### src/rtl/i2cs_pkg.sv
package i2cs_pkg;
    localparam int BYTE_W = 8;
    localparam int CNT_W  = $clog2(BYTE_W + 1);

    typedef enum logic [3:0] {
        S_IDLE,
        S_ID_RX,
        S_ID_ACK,
        S_ADDR_RX,
        S_ADDR_ACK,
        S_WR_RX,
        S_WR_ACK,
        S_RD_TX,
        S_RD_MACK,
        S_HOLD
    } state_t;
endpackage

### src/rtl/i2cs_deglitch.sv
module i2cs_deglitch #(
    parameter int CYCLES = 13
) (
    input  logic clk,
    input  logic rst_n,
    input  logic raw_in,
    output logic clean_out
);
    localparam int CW = $clog2(CYCLES + 1);
    localparam logic [CW-1:0] LAST = CW'(CYCLES - 1);

    logic [CW-1:0] run_len;

    // A new level is accepted only after CYCLES consecutive differing samples.
    always_ff @(posedge clk or negedge rst_n) begin
        if (!rst_n) begin
            clean_out <= 1'b1;
            run_len   <= '0;
        end else if (raw_in == clean_out) begin
            run_len <= '0;
        end else if (run_len == LAST) begin
            clean_out <= raw_in;
            run_len   <= '0;
        end else begin
            run_len <= run_len + 1'b1;
        end
    end

    a_r10_no_early_change: assert property (@(posedge clk) disable iff (!rst_n)
        (raw_in == clean_out) |=> $stable(clean_out));
endmodule

### src/rtl/i2cs_bus_events.sv
module i2cs_bus_events (
    input  logic clk,
    input  logic rst_n,
    input  logic scl_c,
    input  logic sda_c,
    output logic scl_rise,
    output logic scl_fall,
    output logic ev_start,
    output logic ev_stop
);
    logic scl_d, sda_d;

    always_ff @(posedge clk or negedge rst_n) begin
        if (!rst_n) begin
            scl_d <= 1'b1;
            sda_d <= 1'b1;
        end else begin
            scl_d <= scl_c;
            sda_d <= sda_c;
        end
    end

    assign scl_rise = scl_c & ~scl_d;
    assign scl_fall = ~scl_c & scl_d;
    assign ev_start = scl_c & scl_d & sda_d & ~sda_c;
    assign ev_stop  = scl_c & scl_d & ~sda_d & sda_c;

    a_r11_no_start_and_stop: assert property (@(posedge clk) disable iff (!rst_n)
        !(ev_start && ev_stop));
endmodule

### src/rtl/i2cs_frame_ctrl.sv
module i2cs_frame_ctrl
    import i2cs_pkg::*;
#(
    parameter logic [4:0] ID_PREFIX = 5'b01010
) (
    input  logic              clk,
    input  logic              rst_n,
    input  logic              scl_c,
    input  logic              sda_c,
    input  logic              scl_rise,
    input  logic              scl_fall,
    input  logic              ev_start,
    input  logic              ev_stop,
    input  logic              addr_pin,
    input  logic              powerup_busy,
    input  logic [BYTE_W-1:0] reg_rdata,
    output logic              sda_drive_low,
    output logic [BYTE_W-1:0] reg_addr,
    output logic [BYTE_W-1:0] reg_wdata,
    output logic              reg_we,
    output logic              stop_pulse
);
    localparam logic [CNT_W-1:0] FULL = CNT_W'(BYTE_W);
    localparam logic [CNT_W-1:0] LAST = CNT_W'(BYTE_W - 1);

    state_t              state, nxt;
    logic [BYTE_W-1:0]   shreg;
    logic [CNT_W-1:0]    bitcnt;
    logic                rw_q, a1_q, wrote_q, mack_q;
    logic                start_ok, id_match, byte_done;

    assign start_ok  = ev_start & ~powerup_busy;
    assign byte_done = scl_fall && (bitcnt == FULL);
    assign id_match  = (shreg[7:3] == ID_PREFIX) && (shreg[2] == a1_q) && !shreg[1];

    // next-state logic
    always_comb begin
        nxt = state;
        if (ev_stop) begin
            nxt = S_IDLE;
        end else if (start_ok) begin
            nxt = S_ID_RX;
        end else begin
            unique case (state)
                S_IDLE:     nxt = S_IDLE;
                S_ID_RX:    if (byte_done) nxt = id_match ? S_ID_ACK : S_IDLE;
                S_ID_ACK:   if (scl_fall) nxt = rw_q ? S_RD_TX : S_ADDR_RX;
                S_ADDR_RX:  if (byte_done) nxt = S_ADDR_ACK;
                S_ADDR_ACK: if (scl_fall) nxt = S_WR_RX;
                S_WR_RX:    if (byte_done) nxt = S_WR_ACK;
                S_WR_ACK:   if (scl_fall) nxt = S_HOLD;
                S_RD_TX:    if (scl_fall && bitcnt == LAST) nxt = S_RD_MACK;
                S_RD_MACK:  if (scl_fall) nxt = mack_q ? S_RD_TX : S_HOLD;
                S_HOLD:     nxt = S_HOLD;
                default:    nxt = S_IDLE;
            endcase
        end
    end

    // state register
    always_ff @(posedge clk or negedge rst_n) begin
        if (!rst_n) state <= S_IDLE;
        else        state <= nxt;
    end

    // datapath and registered outputs
    always_ff @(posedge clk or negedge rst_n) begin
        if (!rst_n) begin
            shreg      <= '0;
            bitcnt     <= '0;
            rw_q       <= 1'b0;
            a1_q       <= 1'b0;
            wrote_q    <= 1'b0;
            mack_q     <= 1'b0;
            reg_addr   <= '0;
            reg_wdata  <= '0;
            reg_we     <= 1'b0;
            stop_pulse <= 1'b0;
        end else begin
            reg_we     <= 1'b0;
            stop_pulse <= 1'b0;
            if (ev_stop) begin
                stop_pulse <= wrote_q;
                wrote_q    <= 1'b0;
            end else if (start_ok) begin
                a1_q   <= addr_pin;
                bitcnt <= '0;
            end else begin
                unique case (state)
                    S_ID_RX, S_ADDR_RX, S_WR_RX: begin
                        if (scl_rise) begin
                            shreg  <= {shreg[BYTE_W-2:0], sda_c};
                            bitcnt <= bitcnt + 1'b1;
                        end else if (byte_done) begin
                            bitcnt <= '0;
                            if (state == S_ID_RX)   rw_q <= shreg[0];
                            if (state == S_ADDR_RX) reg_addr <= shreg;
                            if (state == S_WR_RX) begin
                                reg_wdata <= shreg;
                                reg_we    <= 1'b1;
                                wrote_q   <= 1'b1;
                            end
                        end
                    end
                    S_ID_ACK: begin
                        if (scl_fall && rw_q) begin
                            shreg  <= reg_rdata;
                            bitcnt <= '0;
                        end
                    end
                    S_RD_TX: begin
                        if (scl_fall) begin
                            shreg  <= {shreg[BYTE_W-2:0], 1'b1};
                            bitcnt <= bitcnt + 1'b1;
                        end
                    end
                    S_RD_MACK: begin
                        if (scl_rise) mack_q <= ~sda_c;
                        else if (scl_fall && mack_q) begin
                            shreg  <= reg_rdata;
                            bitcnt <= '0;
                        end
                    end
                    default: ;
                endcase
            end
        end
    end

    // open-drain drive
    always_comb begin
        unique case (state)
            S_ID_ACK, S_ADDR_ACK, S_WR_ACK: sda_drive_low = 1'b1;
            S_RD_TX:                        sda_drive_low = ~shreg[BYTE_W-1];
            default:                        sda_drive_low = 1'b0;
        endcase
    end

    a_r11_sda_steady_scl_high: assert property (@(posedge clk) disable iff (!rst_n)
        (scl_c && $past(scl_c)) |-> $stable(sda_drive_low));
    a_r4_we_one_cycle: assert property (@(posedge clk) disable iff (!rst_n)
        reg_we |=> !reg_we);
    a_r8_stop_one_cycle: assert property (@(posedge clk) disable iff (!rst_n)
        stop_pulse |=> !stop_pulse);
    a_r8_stop_after_bus_stop: assert property (@(posedge clk) disable iff (!rst_n)
        stop_pulse |-> $past(ev_stop));
    a_r9_busy_blocks_start: assert property (@(posedge clk) disable iff (!rst_n)
        (powerup_busy && ev_start && state == S_IDLE) |=> state == S_IDLE);
    a_r2_idle_released: assert property (@(posedge clk) disable iff (!rst_n)
        (state == S_IDLE || state == S_HOLD) |-> !sda_drive_low);
endmodule

### src/rtl/i2c_regport_slave.sv
module i2c_regport_slave #(
    parameter int         FILT_CYCLES = 13,
    parameter logic [4:0] ID_PREFIX   = 5'b01010
) (
    input  logic       clk,
    input  logic       rst_n,
    input  logic       scl_in,
    input  logic       sda_in,
    input  logic       addr_pin,
    input  logic       powerup_busy,
    output logic       sda_drive_low,
    output logic [7:0] reg_addr,
    output logic [7:0] reg_wdata,
    output logic       reg_we,
    input  logic [7:0] reg_rdata,
    output logic       stop_pulse
);
    localparam int LINES = 2;

    logic [LINES-1:0] raw_lines, clean_lines;
    logic scl_rise, scl_fall, ev_start, ev_stop;

    assign raw_lines = {sda_in, scl_in};

    generate
        for (genvar g = 0; g < LINES; g++) begin : g_filt
            i2cs_deglitch #(.CYCLES(FILT_CYCLES)) u_filt (
                .clk       (clk),
                .rst_n     (rst_n),
                .raw_in    (raw_lines[g]),
                .clean_out (clean_lines[g])
            );
        end
    endgenerate

    i2cs_bus_events u_events (
        .clk      (clk),
        .rst_n    (rst_n),
        .scl_c    (clean_lines[0]),
        .sda_c    (clean_lines[1]),
        .scl_rise (scl_rise),
        .scl_fall (scl_fall),
        .ev_start (ev_start),
        .ev_stop  (ev_stop)
    );

    i2cs_frame_ctrl #(.ID_PREFIX(ID_PREFIX)) u_ctrl (
        .clk           (clk),
        .rst_n         (rst_n),
        .scl_c         (clean_lines[0]),
        .sda_c         (clean_lines[1]),
        .scl_rise      (scl_rise),
        .scl_fall      (scl_fall),
        .ev_start      (ev_start),
        .ev_stop       (ev_stop),
        .addr_pin      (addr_pin),
        .powerup_busy  (powerup_busy),
        .reg_rdata     (reg_rdata),
        .sda_drive_low (sda_drive_low),
        .reg_addr      (reg_addr),
        .reg_wdata     (reg_wdata),
        .reg_we        (reg_we),
        .stop_pulse    (stop_pulse)
    );
endmodule

### config.mk
export PLATFORM = sky130hd
export DESIGN_NAME = i2c_regport_slave
export DESIGN_NICKNAME = d
export VERILOG_FILES = /design/src/rtl/i2cs_pkg.sv /design/src/rtl/i2cs_deglitch.sv /design/src/rtl/i2cs_bus_events.sv /design/src/rtl/i2cs_frame_ctrl.sv /design/src/rtl/i2c_regport_slave.sv
export SDC_FILE = /design/constraint.sdc
export NUM_CORES = 1
export LEC_CHECK = 0
export BUFFER_PORTS_ARGS = -buffer_cell sky130_fd_sc_hd__buf_4
export CORE_ASPECT_RATIO = 1.75
export CORE_MARGIN = 5
export CORE_UTILIZATION = 54
export CTS_BUF_LIST = sky130_fd_sc_hd__clkbuf_16
export DETAILED_ROUTE_END_ITERATION = 12
export GPL_ROUTABILITY_DRIVEN = 0
export GPL_TIMING_DRIVEN = 0
export HOLD_SLACK_MARGIN = 0.08
export PLACE_DENSITY = 0.85
export SYNTH_ARGS = -nofsm -noshare
export SYNTH_HDL_FRONTEND = slang
export SYNTH_SLANG_ARGS = --single-unit
### constraint.sdc
create_clock -name clk -period 2.6 [get_ports clk]
set_input_delay 0.52 -clock clk [delete_from_list [all_inputs] [get_ports clk]]
set_output_delay 0.52 -clock clk [all_outputs]
set_load 0.05 [all_outputs]
---- Word level (Yosys, flattened, before mapping) ----
Index checks and enable logic that the tools add are counted.
word-level totals
  logic and storage cells ................. 147
  bits of input ports ..................... 14
  ROM bits ................................ 0
  register bits after elaboration ......... 50
  bits in latches ......................... 0
  memories kept ........................... 0
  memory bits (writable) .................. 0
cells by class
  muxes and demuxes ....................... 46
  div/mod/pow operators ................... 0
  $mul .................................... 0
  reduce and logical (&&, ||, !) cells .... 25
  eq/ne operators ......................... 37
  shift-type cells ........................ 0
  magnitude comparators ................... 0
  add/sub/neg operators ................... 3
  bitwise gates (word level) .............. 19
operator list
  operator                                                                number
  4-bit two-way mux                                                       22
  8-bit two-way mux                                                       5
  4-bit by 2-bit != test with 1-bit output (second input constant)        9
  4-bit one-hot mux with 9 select lines                                   1
  8-bit one-hot mux with 4 select lines                                   1
  4-bit by 3-bit equality test with 1-bit output (second input constant)  5
  4-bit equality test (second input constant)                             5
  6-bit AND reduction                                                     3
  4-bit one-hot mux with 4 select lines                                   1
  8-bit AND reduction                                                     2
  1-bit two-way mux                                                       13
  4-bit by 1-bit adder with 4-bit output (second input constant)          3
  1-bit inverter                                                          11
  3-bit by 1-bit != test with 1-bit output (second input constant)        3
  1-bit AND                                                               8
  4-bit by 2-bit equality test with 1-bit output (second input constant)  2
  2-bit by 1-bit != test with 1-bit output (second input constant)        4
  7-bit AND reduction                                                     1
  1-bit logical AND                                                       6
  2-bit != test (second input constant)                                   3
  2-bit AND reduction                                                     3
  2-bit nonzero test                                                      3
  3-bit OR reduction                                                      2
  5-bit by 4-bit equality test with 1-bit output (second input constant)  1
  other kinds (11)                                                        13

---- Depth between registers and ports, before layout ----
  depth in word-level cells ............... 8
  gate-level depth with buffers ........... 7

---- Cells and area by module ----
From an unflattened synthesis, not the netlist that was laid out.
second synthesis, totals
  cells, all modules ...................... 239
  area total of the unflattened synthesis .. 2643.8 um2
by module, submodules not included
  module                             times used  area each (um2)  cells each  sequential area each (um2)
  i2cs_frame_ctrl                    1           2065.7           190         950.9
  i2cs_deglitch at g_filt[1].u_filt  1           251.5            21          126.4
  i2cs_deglitch at g_filt[0].u_filt  1           241.5            22          126.4
  i2cs_bus_events                    1           85.1             6           52.6

---- Least setup slack after synthesis ----
OpenSTA, ideal clock, no wires.
  kind .................................... register -> output
  start point ............................. register u_ctrl.state[0]
  end point ............................... output port sda_drive_low
  data arrival time ....................... 1485 ps
  data required time ...................... 2080 ps
  setup slack ............................. 595 ps
  buffers on the path ..................... 2
  stages on the path, launching flop included .. 6
  cell sequence ........................... dfrtp_1 -> buf_2 -> clkbuf_1 -> o21ai_0 -> a22oi_1 -> nor2_1
between the ends
  word-level cells in the longest chain between the ends .. 3
RTL lines
  what                                                                                                                     line                     RTL
  start, declared                                                                                                          i2cs_frame_ctrl.sv:26    state_t state, nxt;
  start signal, assigned                                                                                                   i2cs_frame_ctrl.sv:63    else state <= nxt;
  4-bit by 3-bit equality test with 1-bit output / 4-bit by 2-bit equality test with 1-bit output (equally long branches)  i2cs_frame_ctrl.sv:132   unique case (state)
  3-bit OR reduction                                                                                                       i2cs_frame_ctrl.sv:132
  1-bit one-hot mux with 2 select lines *                                                                                  i2cs_frame_ctrl.sv:132
  end, declared                                                                                                            i2c_regport_slave.sv:11  output logic sda_drive_low,
Mark *: on every way between the ends. The rest lies on a longest branch, timed or not.

---- Worst setup path after layout ----
Same ends and word-level chain as after synthesis.

==> flow_metrics.tcl <==
set metrics [dict create \
    slew_violations 0 \
    h-tree-depth 2 \
    setup_viol 0 \
    initial_core_util 0.560 \
    critPathCaptureType "output port" \
    hold_buffers 0 \
    min-delay-path-class "in -> async" \
    period_share 0.882 \
    synth_simple_gate_area_frac 0.180 \
    yosys_warnings 0 \
    grt_setup_unrepaired "no" \
    grt_pass1_vias 2200 \
    p_leak_uw 0.00146 \
    skew_ns 0.00595 \
    diodes 0 \
    grt_use_total 0.199 \
    drcViolationCount 0 \
    die_area_um2 6480 \
    io_pins 33 \
    overflow 0 \
    cts_num_sinks 50 \
    worstPathMaxFanout 10 \
    worstMarginPinSlew_ns 0.699 \
    synth_cells 250 \
    path_clk_slew_ns 0.07 \
    antenna_found_initial 0 \
    finalPower_uw 3630 \
    synthArstFlopShare 1.00 \
    whs_ns 0.233 \
    finalWirelength_um 5840 \
    die_height_um 103 \
    synth_nets 270 \
    cts_tree "done" \
    grt_pass1_wl_um 10400 \
    dp_hpwl_um 4320 \
    antenna_left 0 \
    syn_area_per_cell_um2 10.6 \
    cts-resized-gates 0 \
    via_per_inst 5.99 \
    synth_xor_area_frac 0.0132 \
    cp.arrival_ns 1.77 \
    grt_max_degree 51 \
    crit_type "reg -> out" \
    avgRoutedWirePerCell_um 17.1 \
    root_buffer "clkbuf_16" \
    max_freq_mhz 436 \
    required_ns 2.08 \
    cp-start-kind "flop" \
    clkLatencyLatePin_ns 0.29 \
    ys.flop_type "dfrtp_1" \
    core_um2 4750 \
    numCtsBuffers 5 \
    maxCapViolations 0 \
    status "complete, no violations" \
    synth_adder_area_share 0.0282 \
    port_buffers 32 \
    synth_area_um2 2660 \
    fin_nets 309 \
    drt_iter0_drc 81 \
    pwr_density_cell_nw_per_um2 1160 \
    row_count 33 \
    hold_viol 0 \
    synthMuxAreaShare 0.119 \
    drive_above_1_share 0.286 \
    synth.ff_latch_count 50 \
    tns_ns 0 \
    timing.final.crit_period_ns 2.29 \
    cts_max_path_buffers 2 \
    synth_top_family_by_area "simple AND/OR/NAND/NOR gates" \
    area_delta_synth_final_pct 17.1 \
    die-width_um 63.0 \
    vias 2049 \
    relSlewSlack 0.528 \
    ys_seq_area_frac 0.472 \
    synth_edf_count 0 \
    synth_compound_area_frac 0.150 \
    drt-pass1-iter-count 6 \
    post_cts.repair.setup_buffers 0 \
    synth.distinct_cells 54 \
    ir_worst_vdd_v 0.00114 \
]
==> stage by stage <==
stage / instance area [um^2] / setup slack [ns] / utilization / instances
final: 3110 / 0.307 / 0.656 / 342
after global routing: 3110 / 0.170 / 0.656 / 342
after global placement: 2960 / 0.526 / 0.624 / 334
after floorplan: 2660 / 0.595 / - / 250
after detailed placement: 2960 / 0.484 / 0.624 / 334
after CTS: 3110 / 0.329 / 0.656 / 342
==> critical path: stages (launching register included) <==
cell      delay (ns)
dfrtp_1         0.32
buf_2           0.20
clkbuf_1        0.37
o21ai_0         0.16
a22oi_1         0.16
nor2_1          0.07
buf_4           0.19
==> Yosys cell counts (all sizes together), types with 2 or more instances <==
| library cell | number | area, um^2 |
|---|---|---|
| a21boi | 2 | 15.0 |
| a22oi | 3 | 22.5 |
| a32o | 3 | 30.0 |
| o21ai | 15 | 75.1 |
| nand2 | 16 | 60.1 |
| ha | 6 | 75.1 |
| nor3b | 4 | 41.3 |
| o211ai | 2 | 15.0 |
| a32oi | 3 | 26.3 |
| dfrtp | 46 | 1150 |
| mux2i | 8 | 80.1 |
| nand4 | 2 | 18.8 |
| nor2b | 10 | 70.1 |
| dfstp | 4 | 105 |
| nor3 | 9 | 56.3 |
| a211oi | 3 | 22.5 |
| o21bai | 3 | 22.5 |
| nand3 | 10 | 50.1 |
| nand2b | 4 | 32.5 |
| or2 | 2 | 12.5 |
| o311ai | 3 | 33.8 |
| inv | 15 | 56.3 |
| or4 | 2 | 15.0 |
| a21oi | 13 | 65.1 |
| or3 | 2 | 12.5 |
| a41oi | 2 | 17.5 |
| mux2 | 21 | 236 |
| nor2 | 10 | 45.0 |
| buf | 8 | 40.0 |
| xnor2 | 3 | 26.3 |
==> area by class of cell <==
class	count	area, um^2
sequential	50	1260
tap	52	65.1
clock buffer	5	125
inverter	15	56.3
multi-input combinational	176	1300
fill	364	1630
timing repair buffer	32	240
buffer	9	43.8
clock inverter	3	25.0
==> state kept, by name, indices dropped and copies added (netlist names) <==
signal / flops
u_ctrl.stop_pulse: 1
u_ctrl.reg_we: 1
g_filt.u_filt.run_len: 8
u_ctrl.reg_wdata: 8
u_ctrl.a1_q: 1
u_events.scl_d: 1
u_ctrl.wrote_q: 1
u_ctrl.shreg: 8
u_ctrl.state: 4
u_ctrl.reg_addr: 8
u_ctrl.bitcnt: 4
u_events.sda_d: 1
g_filt.u_filt.clean_out: 2
u_ctrl.rw_q: 1
u_ctrl.mack_q: 1
==> final timing paths <==
check	start	to	slack, ns	cells after the start
max	u_ctrl.state[0]	sda_drive_low	0.31	6
min	rst_n	g_filt[0].u_filt.run_len[2]	0.23	1
max reg2reg	u_ctrl.bitcnt[0]	u_ctrl.reg_addr[0]	0.51	7
min reg2reg	g_filt[0].u_filt.clean_out	u_events.scl_d	0.42	0
max in group asynchronous	rst_n	u_ctrl.reg_we	1.94	1
min in group clk	g_filt[0].u_filt.clean_out	u_events.scl_d	0.42	0
==> kinds of logic after synthesis <==
family	count (synthesis)
AOI/OAI and AO/OA	58
xor gates and xnor gates	4
adders and majority gates	6
buffers and inverters	24
DFF	50
muxes	29
and+or+nand+nor	79
==> metal layers <==
metal,part of all wire,GRT usage,up-vias
li1,-,-,985
met1,0.38,0.217,983
met2,0.55,0.357,63
met3,0.037,0.0458,18
met4,0.035,0.101,0
met5,0,0,-
==> power by group <==
part           switching, uW  leakage, uW  internal [uW]  total (uW)
registers                201     0.000653           1010        1210
logic                   1090     0.000736            674        1760
clock network            296    0.0000704            362         658
total                   1580      0.00146           2040        3630
==> placed cells by master, fill, tap and decap left out, drive strengths merged, types with 3 or more instances in the layout <==
| cell | synthesis | routed |
|---|---|---|
| dfrtp | 46 | 46 |
| buf | 8 | 40 |
| mux2 | 21 | 21 |
| nand2 | 16 | 16 |
| inv | 15 | 16 |
| o21ai | 15 | 15 |
| a21oi | 13 | 13 |
| nand3 | 10 | 10 |
| nor2 | 10 | 10 |
| nor2b | 10 | 10 |
| nor3 | 9 | 9 |
| mux2i | 8 | 8 |
| ha | 6 | 6 |
| clkbuf | 1 | 6 |
| dfstp | 4 | 4 |
| nor3b | 4 | 4 |
| nand2b | 4 | 4 |
| xnor2 | 3 | 3 |
| a211oi | 3 | 3 |
| a22oi | 3 | 3 |
| a32oi | 3 | 3 |
| o21bai | 3 | 3 |
| a32o | 3 | 3 |
| o311ai | 3 | 3 |
Power figures use the tool's default switching activity.
